### src/rtl/fpx_pkg.sv
package fpx_pkg;
  localparam int INSTR_W   = 32;
  localparam int REG_SEL_W = 5;
  localparam logic [5:0] OPC_IDX_LOAD = 6'b010011;
  localparam logic [5:0] FN_IDX_LOAD  = 6'b000000;

  typedef enum logic [1:0] {
    ST_IDLE = 2'd0,
    ST_REQ  = 2'd1,
    ST_WAIT = 2'd2
  } fpx_state_e;
endpackage

### src/rtl/fpx_decode.sv
module fpx_decode
  import fpx_pkg::*;
(
  input  logic [INSTR_W-1:0]   instr,
  output logic                 is_load,
  output logic                 rsvd,
  output logic [REG_SEL_W-1:0] base_sel,
  output logic [REG_SEL_W-1:0] index_sel,
  output logic [REG_SEL_W-1:0] dest_sel
);
  always_comb begin
    is_load   = (instr[31:26] == OPC_IDX_LOAD) && (instr[5:0] == FN_IDX_LOAD);
    rsvd      = is_load && (instr[15:11] != 5'd0);
    base_sel  = instr[25:21];
    index_sel = instr[20:16];
    dest_sel  = instr[10:6];
  end
endmodule

### src/rtl/fpx_agen.sv
module fpx_agen #(
  parameter int ADDR_W = 32,
  parameter int DATA_W = 32
) (
  input  logic [ADDR_W-1:0] base_val,
  input  logic [ADDR_W-1:0] index_val,
  output logic [ADDR_W-1:0] eff_addr,
  output logic              misaligned
);
  localparam int ALIGN_W = $clog2(DATA_W / 8);

  always_comb begin
    eff_addr   = base_val + index_val;
    misaligned = |eff_addr[ALIGN_W-1:0];
  end
endmodule

### src/rtl/fpx_fpr_file.sv
module fpx_fpr_file #(
  parameter int NUM_FPR = 32,
  parameter int HALF_W  = 32
) (
  input  logic                       clk,
  input  logic                       rst_n,
  input  logic                       lo_we,
  input  logic [$clog2(NUM_FPR)-1:0] lo_idx,
  input  logic [HALF_W-1:0]          lo_data,
  input  logic                       full_we,
  input  logic [$clog2(NUM_FPR)-1:0] full_idx,
  input  logic [2*HALF_W-1:0]        full_data,
  input  logic [$clog2(NUM_FPR)-1:0] rd_idx,
  output logic [2*HALF_W-1:0]        rd_data
);
  localparam int IDX_W = $clog2(NUM_FPR);

  logic [HALF_W-1:0] lo_q [NUM_FPR];
  logic [HALF_W-1:0] hi_q [NUM_FPR];

  for (genvar i = 0; i < NUM_FPR; i++) begin : g_entry
    logic lo_hit, full_hit;
    assign lo_hit   = lo_we   && (lo_idx   == IDX_W'(i));
    assign full_hit = full_we && (full_idx == IDX_W'(i));

    always_ff @(posedge clk or negedge rst_n) begin
      if (!rst_n) begin
        lo_q[i] <= '0;
        hi_q[i] <= '0;
      end else begin
        if (lo_hit)
          lo_q[i] <= lo_data;
        else if (full_hit)
          lo_q[i] <= full_data[HALF_W-1:0];
        if (full_hit)
          hi_q[i] <= full_data[2*HALF_W-1:HALF_W];
      end
    end
  end

  assign rd_data = {hi_q[rd_idx], lo_q[rd_idx]};
endmodule

### src/rtl/fpx_load_unit.sv
module fpx_load_unit
  import fpx_pkg::*;
#(
  parameter int ADDR_W  = 32,
  parameter int DATA_W  = 32,
  parameter int NUM_FPR = 32
) (
  input  logic                       clk,
  input  logic                       rst_n,
  input  logic                       req_valid,
  output logic                       req_ready,
  input  logic [INSTR_W-1:0]         instr,
  output logic [REG_SEL_W-1:0]       base_sel,
  output logic [REG_SEL_W-1:0]       index_sel,
  input  logic [ADDR_W-1:0]          base_val,
  input  logic [ADDR_W-1:0]          index_val,
  output logic                       mem_rd_valid,
  input  logic                       mem_rd_ready,
  output logic [ADDR_W-1:0]          mem_addr,
  input  logic                       mem_rsp_valid,
  input  logic [DATA_W-1:0]          mem_rsp_data,
  output logic                       done,
  output logic                       addr_err,
  output logic                       rsvd_err,
  input  logic                       fpr_wr_en,
  input  logic [$clog2(NUM_FPR)-1:0] fpr_wr_idx,
  input  logic [2*DATA_W-1:0]        fpr_wr_data,
  input  logic [$clog2(NUM_FPR)-1:0] fpr_rd_idx,
  output logic [2*DATA_W-1:0]        fpr_rd_data
);
  localparam int IDX_W = $clog2(NUM_FPR);

  // reset: asserted asynchronously, released through two flops
  logic [1:0] rst_sync_q;
  logic       rst_n_s;
  always_ff @(posedge clk or negedge rst_n) begin
    if (!rst_n) rst_sync_q <= 2'b00;
    else        rst_sync_q <= {rst_sync_q[0], 1'b1};
  end
  assign rst_n_s = rst_sync_q[1];

  logic                 dec_load, dec_rsvd;
  logic [REG_SEL_W-1:0] dec_dest;
  logic [ADDR_W-1:0]    ea;
  logic                 ea_mis;

  fpx_decode u_dec (
    .instr    (instr),
    .is_load  (dec_load),
    .rsvd     (dec_rsvd),
    .base_sel (base_sel),
    .index_sel(index_sel),
    .dest_sel (dec_dest)
  );

  fpx_agen #(.ADDR_W(ADDR_W), .DATA_W(DATA_W)) u_agen (
    .base_val  (base_val),
    .index_val (index_val),
    .eff_addr  (ea),
    .misaligned(ea_mis)
  );

  fpx_state_e        state_q, state_d;
  logic [ADDR_W-1:0] addr_q, addr_d;
  logic [IDX_W-1:0]  dest_q, dest_d;
  logic              done_q, done_d;
  logic              aerr_q, aerr_d;
  logic              rerr_q, rerr_d;
  logic              accept, addr_en, wr_lo;

  assign accept = req_valid && (state_q == ST_IDLE);

  always_comb begin
    state_d = state_q;
    addr_d  = addr_q;
    dest_d  = dest_q;
    addr_en = 1'b0;
    done_d  = 1'b0;
    aerr_d  = 1'b0;
    rerr_d  = 1'b0;
    wr_lo   = 1'b0;
    unique case (state_q)
      ST_IDLE: begin
        if (accept && dec_load) begin
          if (dec_rsvd) begin
            rerr_d = 1'b1;
          end else if (ea_mis) begin
            aerr_d = 1'b1;
          end else begin
            addr_en = 1'b1;
            addr_d  = ea;
            dest_d  = dec_dest[IDX_W-1:0];
            state_d = ST_REQ;
          end
        end
      end
      ST_REQ: begin
        if (mem_rd_ready) state_d = ST_WAIT;
      end
      ST_WAIT: begin
        if (mem_rsp_valid) begin
          wr_lo   = 1'b1;
          done_d  = 1'b1;
          state_d = ST_IDLE;
        end
      end
      default: state_d = ST_IDLE;
    endcase
  end

  always_ff @(posedge clk or negedge rst_n_s) begin
    if (!rst_n_s) begin
      state_q <= ST_IDLE;
      done_q  <= 1'b0;
      aerr_q  <= 1'b0;
      rerr_q  <= 1'b0;
    end else begin
      state_q <= state_d;
      done_q  <= done_d;
      aerr_q  <= aerr_d;
      rerr_q  <= rerr_d;
    end
  end

  always_ff @(posedge clk or negedge rst_n_s) begin
    if (!rst_n_s) begin
      addr_q <= '0;
      dest_q <= '0;
    end else if (addr_en) begin
      addr_q <= addr_d;
      dest_q <= dest_d;
    end
  end

  fpx_fpr_file #(.NUM_FPR(NUM_FPR), .HALF_W(DATA_W)) u_fpr (
    .clk      (clk),
    .rst_n    (rst_n_s),
    .lo_we    (wr_lo),
    .lo_idx   (dest_q),
    .lo_data  (mem_rsp_data),
    .full_we  (fpr_wr_en),
    .full_idx (fpr_wr_idx),
    .full_data(fpr_wr_data),
    .rd_idx   (fpr_rd_idx),
    .rd_data  (fpr_rd_data)
  );

  assign req_ready    = (state_q == ST_IDLE);
  assign mem_rd_valid = (state_q == ST_REQ);
  assign mem_addr     = addr_q;
  assign done         = done_q;
  assign addr_err     = aerr_q;
  assign rsvd_err     = rerr_q;

  AST_NO_READ_ON_FAULT: assert property (@(posedge clk) disable iff (!rst_n_s)
    (req_valid && req_ready && (dec_rsvd || (dec_load && ea_mis))) |=> !mem_rd_valid);

  AST_REQ_HOLD: assert property (@(posedge clk) disable iff (!rst_n_s)
    (mem_rd_valid && !mem_rd_ready) |=> (mem_rd_valid && $stable(mem_addr)));

  AST_ADDR_ALIGNED: assert property (@(posedge clk) disable iff (!rst_n_s)
    mem_rd_valid |-> (mem_addr[1:0] == 2'b00));

  AST_DONE_PULSE: assert property (@(posedge clk) disable iff (!rst_n_s)
    done |=> !done);

  AST_FAULT_EXCL: assert property (@(posedge clk) disable iff (!rst_n_s)
    $countones({done, addr_err, rsvd_err}) <= 1);

  AST_BUSY_NOT_READY: assert property (@(posedge clk) disable iff (!rst_n_s)
    mem_rd_valid |-> !req_ready);
endmodule

### config.mk
export PLATFORM = sky130hd
export DESIGN_NAME = fpx_load_unit
export DESIGN_NICKNAME = d
export VERILOG_FILES = /design/src/rtl/fpx_pkg.sv /design/src/rtl/fpx_decode.sv /design/src/rtl/fpx_agen.sv /design/src/rtl/fpx_fpr_file.sv /design/src/rtl/fpx_load_unit.sv
export SDC_FILE = /design/constraint.sdc
export NUM_CORES = 2
export LEC_CHECK = 0
export BUFFER_PORTS_ARGS = -buffer_cell sky130_fd_sc_hd__buf_2
export CORE_MARGIN = 4
export CORE_UTILIZATION = 60
export CTS_CLUSTER_DIAMETER = 80
export DETAILED_ROUTE_END_ITERATION = 7
export GPL_TIMING_DRIVEN = 0
export PLACE_DENSITY = 0.76
export SLEW_MARGIN = 20
export SYNTH_ARGS = -nofsm -noshare
export SYNTH_HDL_FRONTEND = slang
export SYNTH_SLANG_ARGS = --single-unit
### constraint.sdc
create_clock -name clk -period 130.9 [get_ports clk]
set_clock_uncertainty 0.1 [all_clocks]
set_input_delay 39.27 -clock clk [delete_from_list [all_inputs] [get_ports clk]]
set_output_delay 39.27 -clock clk [all_outputs]
set_load 0.005 [all_outputs]
Yosys cells after proc, flatten, opt, wreduce, memory -nomap -nowiden

Index checks and enable logic that the tools add are counted.

Add/sub/neg operators: 1
Reductions and logical operators: 108
Bitwise gates (word level): 3
Mux-type cells: 89
$lt $le $gt $ge: 1
Equal/unequal tests: 70

Operators by type and width:

| operator           | number |
|---|---|
| $mux 32            | 68 |
| $bmux 32 s5        | 2 |
| $eq 5x5->1 const B | 32 |
| $eq 5x4->1 const B | 16 |
| $logic_and 1x1->1  | 68 |
| $reduce_bool 2->1  | 32 |
| $eq 5x3->1 const B | 8 |
| $add 32x32->32     | 1 |
| $eq 5x2->1 const B | 4 |
| $mux 1             | 13 |
| $eq 5x1->1 const B | 2 |
| $logic_not 5->1    | 2 |
| $mux 2             | 5 |
| $reduce_and 5->1   | 2 |
| $eq 6x5->1 const B | 1 |
| $ge 6x6->1 const B | 1 |
| $logic_not 6->1    | 1 |
| $ne 2x2->1 const B | 3 |
| $not 5->6          | 1 |
| $pmux 2 s3         | 1 |
| $reduce_bool 5->1  | 1 |
| $ne 2x1->1 const B | 2 |
| $eq 2x1->1 const B | 1 |
| $eq 2x2->1 const B | 1 |
| other kinds (3)    | 4 |

Logic and storage cells: 343
Register bits after elaboration: 2,092
Bits of input ports: 208
Output and inout port bits: 111

Longest topological paths before layout

Depth after elaboration: 7
Mapped depth: 11
Depth with buffers taken out: 11

Modules after synthesis

From an unflattened synthesis, not the netlist that was laid out.

Cells, all modules: 8,926
Area total of the unflattened synthesis: 105,556.2 µm²

Modules (own cells, without submodules):

| module        | area an instance (µm²) | cells an instance | times used | sequential area each (µm²) |
|---|---|---|---|---|
| fpx_fpr_file  | 101,931.5              | 8,554             | 1          | 51,249.2 |
| fpx_agen      | 1,740.4                | 253               | 1          | 0.0 |
| fpx_load_unit | 1,725.4                | 98                | 1          | 1,101.1 |
| fpx_decode    | 158.9                  | 21                | 1          | 0.0 |

Worst setup path after synthesis

No wires, ideal clock.

Kind: input to output
Start: input port fpr_rd_idx[0]
End: output port fpr_rd_data[0]
Buffers on the path: 3
Stages: 6
Data arrival time: 41.502 ns
Setup slack: 50.028 ns
Required time: 91.530 ns
Cells stage by stage: buf_2 -> clkbuf_1 -> buf_1 -> mux4_2 -> mux4_2 -> mux2_2

Cells in the longest elaborated chain, start to end: 4

RTL lines:

| element                                    | RTL line            | source |
|---|---|---|
| start: declaration                         | fpx_load_unit.sv:28 | `input logic [$clog2(NUM_FPR)-1:0] fpr_rd_idx,` |
| $not 5->6 (not written as such)            | fpx_fpr_file.sv:41  | `assign rd_data = {hi_q[rd_idx], lo_q[rd_idx]};` |
| $bmux 32 s5                                | fpx_fpr_file.sv:41  |  |
| $mux 32 (not written as such) (2 in a row) | fpx_fpr_file.sv:41  |  |
| end: declaration                           | fpx_load_unit.sv:29 | `output logic [2*DATA_W-1:0] fpr_rd_data` |

Every way passes these cells. The select of a mux whose other input is x is not followed.

Worst setup path in the final report

Start: input port fpr_rd_idx[1]
End: output port fpr_rd_data[20]

The elaborated chain is that of the path after synthesis.

==> results_dict.tcl <==
set metrics [dict create \
    status "finished clean" \
    final_area_um2 118000 \
    grt_pass1_vias 80100 \
    post-place-ws_ns 48.00 \
    hpwl_um 262000 \
    routed_via_density 6.93 \
    p_per_area_nw_per_um2 15.4 \
    synth_seq_cells 2092 \
    grt_pass1_wl_um 551000 \
    start_util_pct 60.5 \
    fillers 12200 \
    via_count 78000 \
    wl_per_cell_um 34.0 \
    worstPathCellList "clkbuf_1 > clkbuf_2 > buf_1 > mux4_2 > mux4_2 > mux2_2 > buf_2" \
    gp_congestion 0.971 \
    rows 152 \
    cts_hold_buffers 0 \
    slowest_stage "buf_1" \
    finalWirelength_um 383000 \
    fp.coreArea_um2 172000 \
    cp_common_cell "mux4_2" \
    drc 0 \
    nets 8974 \
    slew_violations 0 \
    die_w_um 425 \
    cts_sinks 2092 \
    synth-edff-count 0 \
    drive_above_1_share_pct 29.8 \
    ant_nets 0 \
    die_h_um 425 \
    grt-ovfl-total 0 \
    max_freq_ghz 0.0121 \
    ys.flop_type "dfrtp_1" \
    layout_setup_ws_ns 48.13 \
    critical_path_class "input port to primary output" \
    dr.pass1.iters 7 \
    peakVddDrop_v 0.0000170 \
    layout_commonest_cell "dfrtp_1" \
    hold_violations 0 \
    syn_inst 8157 \
    cts_resized 0 \
    htreeDepth 4 \
    first_iter_violations 10400 \
    path_delay_family "buffers and inverters" \
    cts_tree "yes" \
    p_leak_nw 53.1 \
    cp.required_ns 91.53 \
    worst_pin_slew_ns 1.30 \
    synthArstFlopShare_pct 100 \
    setup_tns_ns 0 \
    io_pins 319 \
    cts_setup_buffers 0 \
    ys_warn_count 0 \
    syn_area_um2 104000 \
    slew_headroom_pct 12.8 \
    period_needed_ns 82.77 \
    startpoint_type "input port" \
    cp_num_buf_inv 4 \
    rsz0062_at_grt "false" \
    crit_arrival_ns 43.40 \
    yosysSeqAreaShare_pct 50.3 \
    slowest_delay_ns 1.02 \
    seq_area_um2 52400 \
    die_area_um2 180000 \
    avgSynthCellArea_um2 12.8 \
    cts.path.max_buffers 3 \
    multiInputGateArea_um2 48400 \
    critPathMaxFanout 10 \
    setup_violations 0 \
    maxCapViolations 0 \
    worst_hold_path_type "flip-flop to flip-flop" \
    grt_max_degree 62 \
    yosysUniqueCellTypes 60 \
    final_cell_mix "dfrtp_1, mux2_2, mux2i_1" \
    grt_antenna_before_repair 50 \
    synth_nets 8397 \
    critPathCaptureType "primary output" \
    place.port_buffers 297 \
    root_buffer "clkbuf_16" \
    clk-insertion-delay-late_ns 0.92 \
    area_delta_synth_final_pct 13.0 \
    fin_crit_sh_pct 63.2 \
    postPlaceCellArea_um2 110000 \
    clk_pin_slew_ns 0.05 \
    numCtsBuffers 214 \
    grtUsageTotal_pct 42.4 \
]
[per-layer routing]
metal / up-vias / share of wire (%) / GRT usage, %
met3: 1658 / 13 / 15.4
met4: 30 / 9.1 / 32.3
met2: 5788 / 44 / 61.5
met1: 39900 / 35 / 51.9
met5: - / 0.087 / 0.484
li1: 30700 / - / -
[flip-flops by register name, summed over array words and instances (netlist names)]
signal and count:
u_fpr.hi_q 1024, state_q 2, addr_err 1, mem_addr 32, dest_q 5, done 1
rst_sync_q 2, u_fpr.lo_q 1024, rsvd_err 1
[power by group]
group / switching (mW) / internal, mW
sequential: 0.0704 / 0.771
combinational: 0.153 / 0.178
clock: 0.277 / 0.362
[cells in the mapped netlist, types with 2 or more instances]
master,count,area [um^2]
or3_1,5,31.3
and2_1,4,25.0
nor4_1,3,18.8
nor3b_1,6,45.0
xnor2_1,16,140
a21o_1,15,113
nand4_1,7,43.8
mux2_2,1093,12300
mux2i_1,1024,10200
a21o_2,3,26.3
mux4_2,640,14400
buf_1,111,417
and3_1,2,12.5
a21oi_1,597,2990
buf_2,61,305
dfrtp_1,2092,52400
nand2b_1,12,75.1
clkbuf_1,695,2610
nand3_1,12,60.1
nor2_1,620,2330
o21ai_1,5,25.0
a31o_2,2,17.5
a211oi_1,2,15.0
a31oi_1,2,12.5
buf_4,11,82.6
o31ai_1,6,45.0
nor4b_1,2,17.5
o21bai_1,4,30.0
o211ai_1,3,22.5
nor3_1,12,60.1
o21ai_0,483,2420
nand2_1,521,1960
xor2_1,13,114
nand3b_1,2,15.0
ha_1,31,388
a311oi_2,3,45.0
inv_1,9,33.8
o21a_1,2,15.0
nor2b_1,5,31.3
[worst paths after layout]
kind / depth (start not counted) / start / end / slack, ns
min in group asynchronous: 0 / rst_sync_q[1]$_DFF_PN0_ / u_fpr.hi_q[23]$_DFFE_PN0P_ / 0.31
hold / removal: 0 / rst_sync_q[0]$_DFF_PN0_ / rst_sync_q[1]$_DFF_PN0_ / 0.25
hold reg to reg: 0 / rst_sync_q[0]$_DFF_PN0_ / rst_sync_q[1]$_DFF_PN0_ / 0.25
setup reg to reg: 7 / state_q[0]$_DFFE_PN0P_ / u_fpr.lo_q[788]$_DFFE_PN0P_ / 126.94
max in group asynchronous: 1 / rst_n / rst_sync_q[1]$_DFF_PN0_ / 92.52
setup / recovery: 7 / fpr_rd_idx[1] / fpr_rd_data[20] / 48.13
[final cells by class]
| type | count | area share [%] |
|---|---|---|
| Tap cell | 2310 | 2.46 |
| Clock buffer | 325 | 5.38 |
| Sequential cell | 2092 | 44.5 |
| Inverter | 9 | 0.0287 |
| Multi-Input combinational cell | 5176 | 41.1 |
| Timing Repair Buffer | 361 | 2.56 |
| Buffer | 880 | 3.04 |
| Antenna cell | 43 | 0.0915 |
| Clock inverter | 62 | 0.797 |
[metrics by stage]
stage,power [mW],hold WS [ns],util [%],std cells
2_1_floorplan,1.07,0.231,-,8157
3_3_place_gp,1.15,0.236,63.0,10800
3_5_place_dp,1.17,0.247,64.0,10800
4_1_cts,1.80,0.257,68.2,11200
5_1_grt,1.87,0.265,68.3,11200
6_report,1.81,0.252,68.3,11300
[logic make-up after synthesis]
logic type      Yosys count  share of synthesized area (%)
compound gates         1138                           5.66
xor+xnor                 29                          0.244
fa+ha+maj                32                          0.392
buf+inv                 889                           3.33
simple gates           1219                           4.58
other cells               1                        0.00360
flops                  2092                           50.3
mux                    2757                           35.5
(Power assumes the default switching activity.)
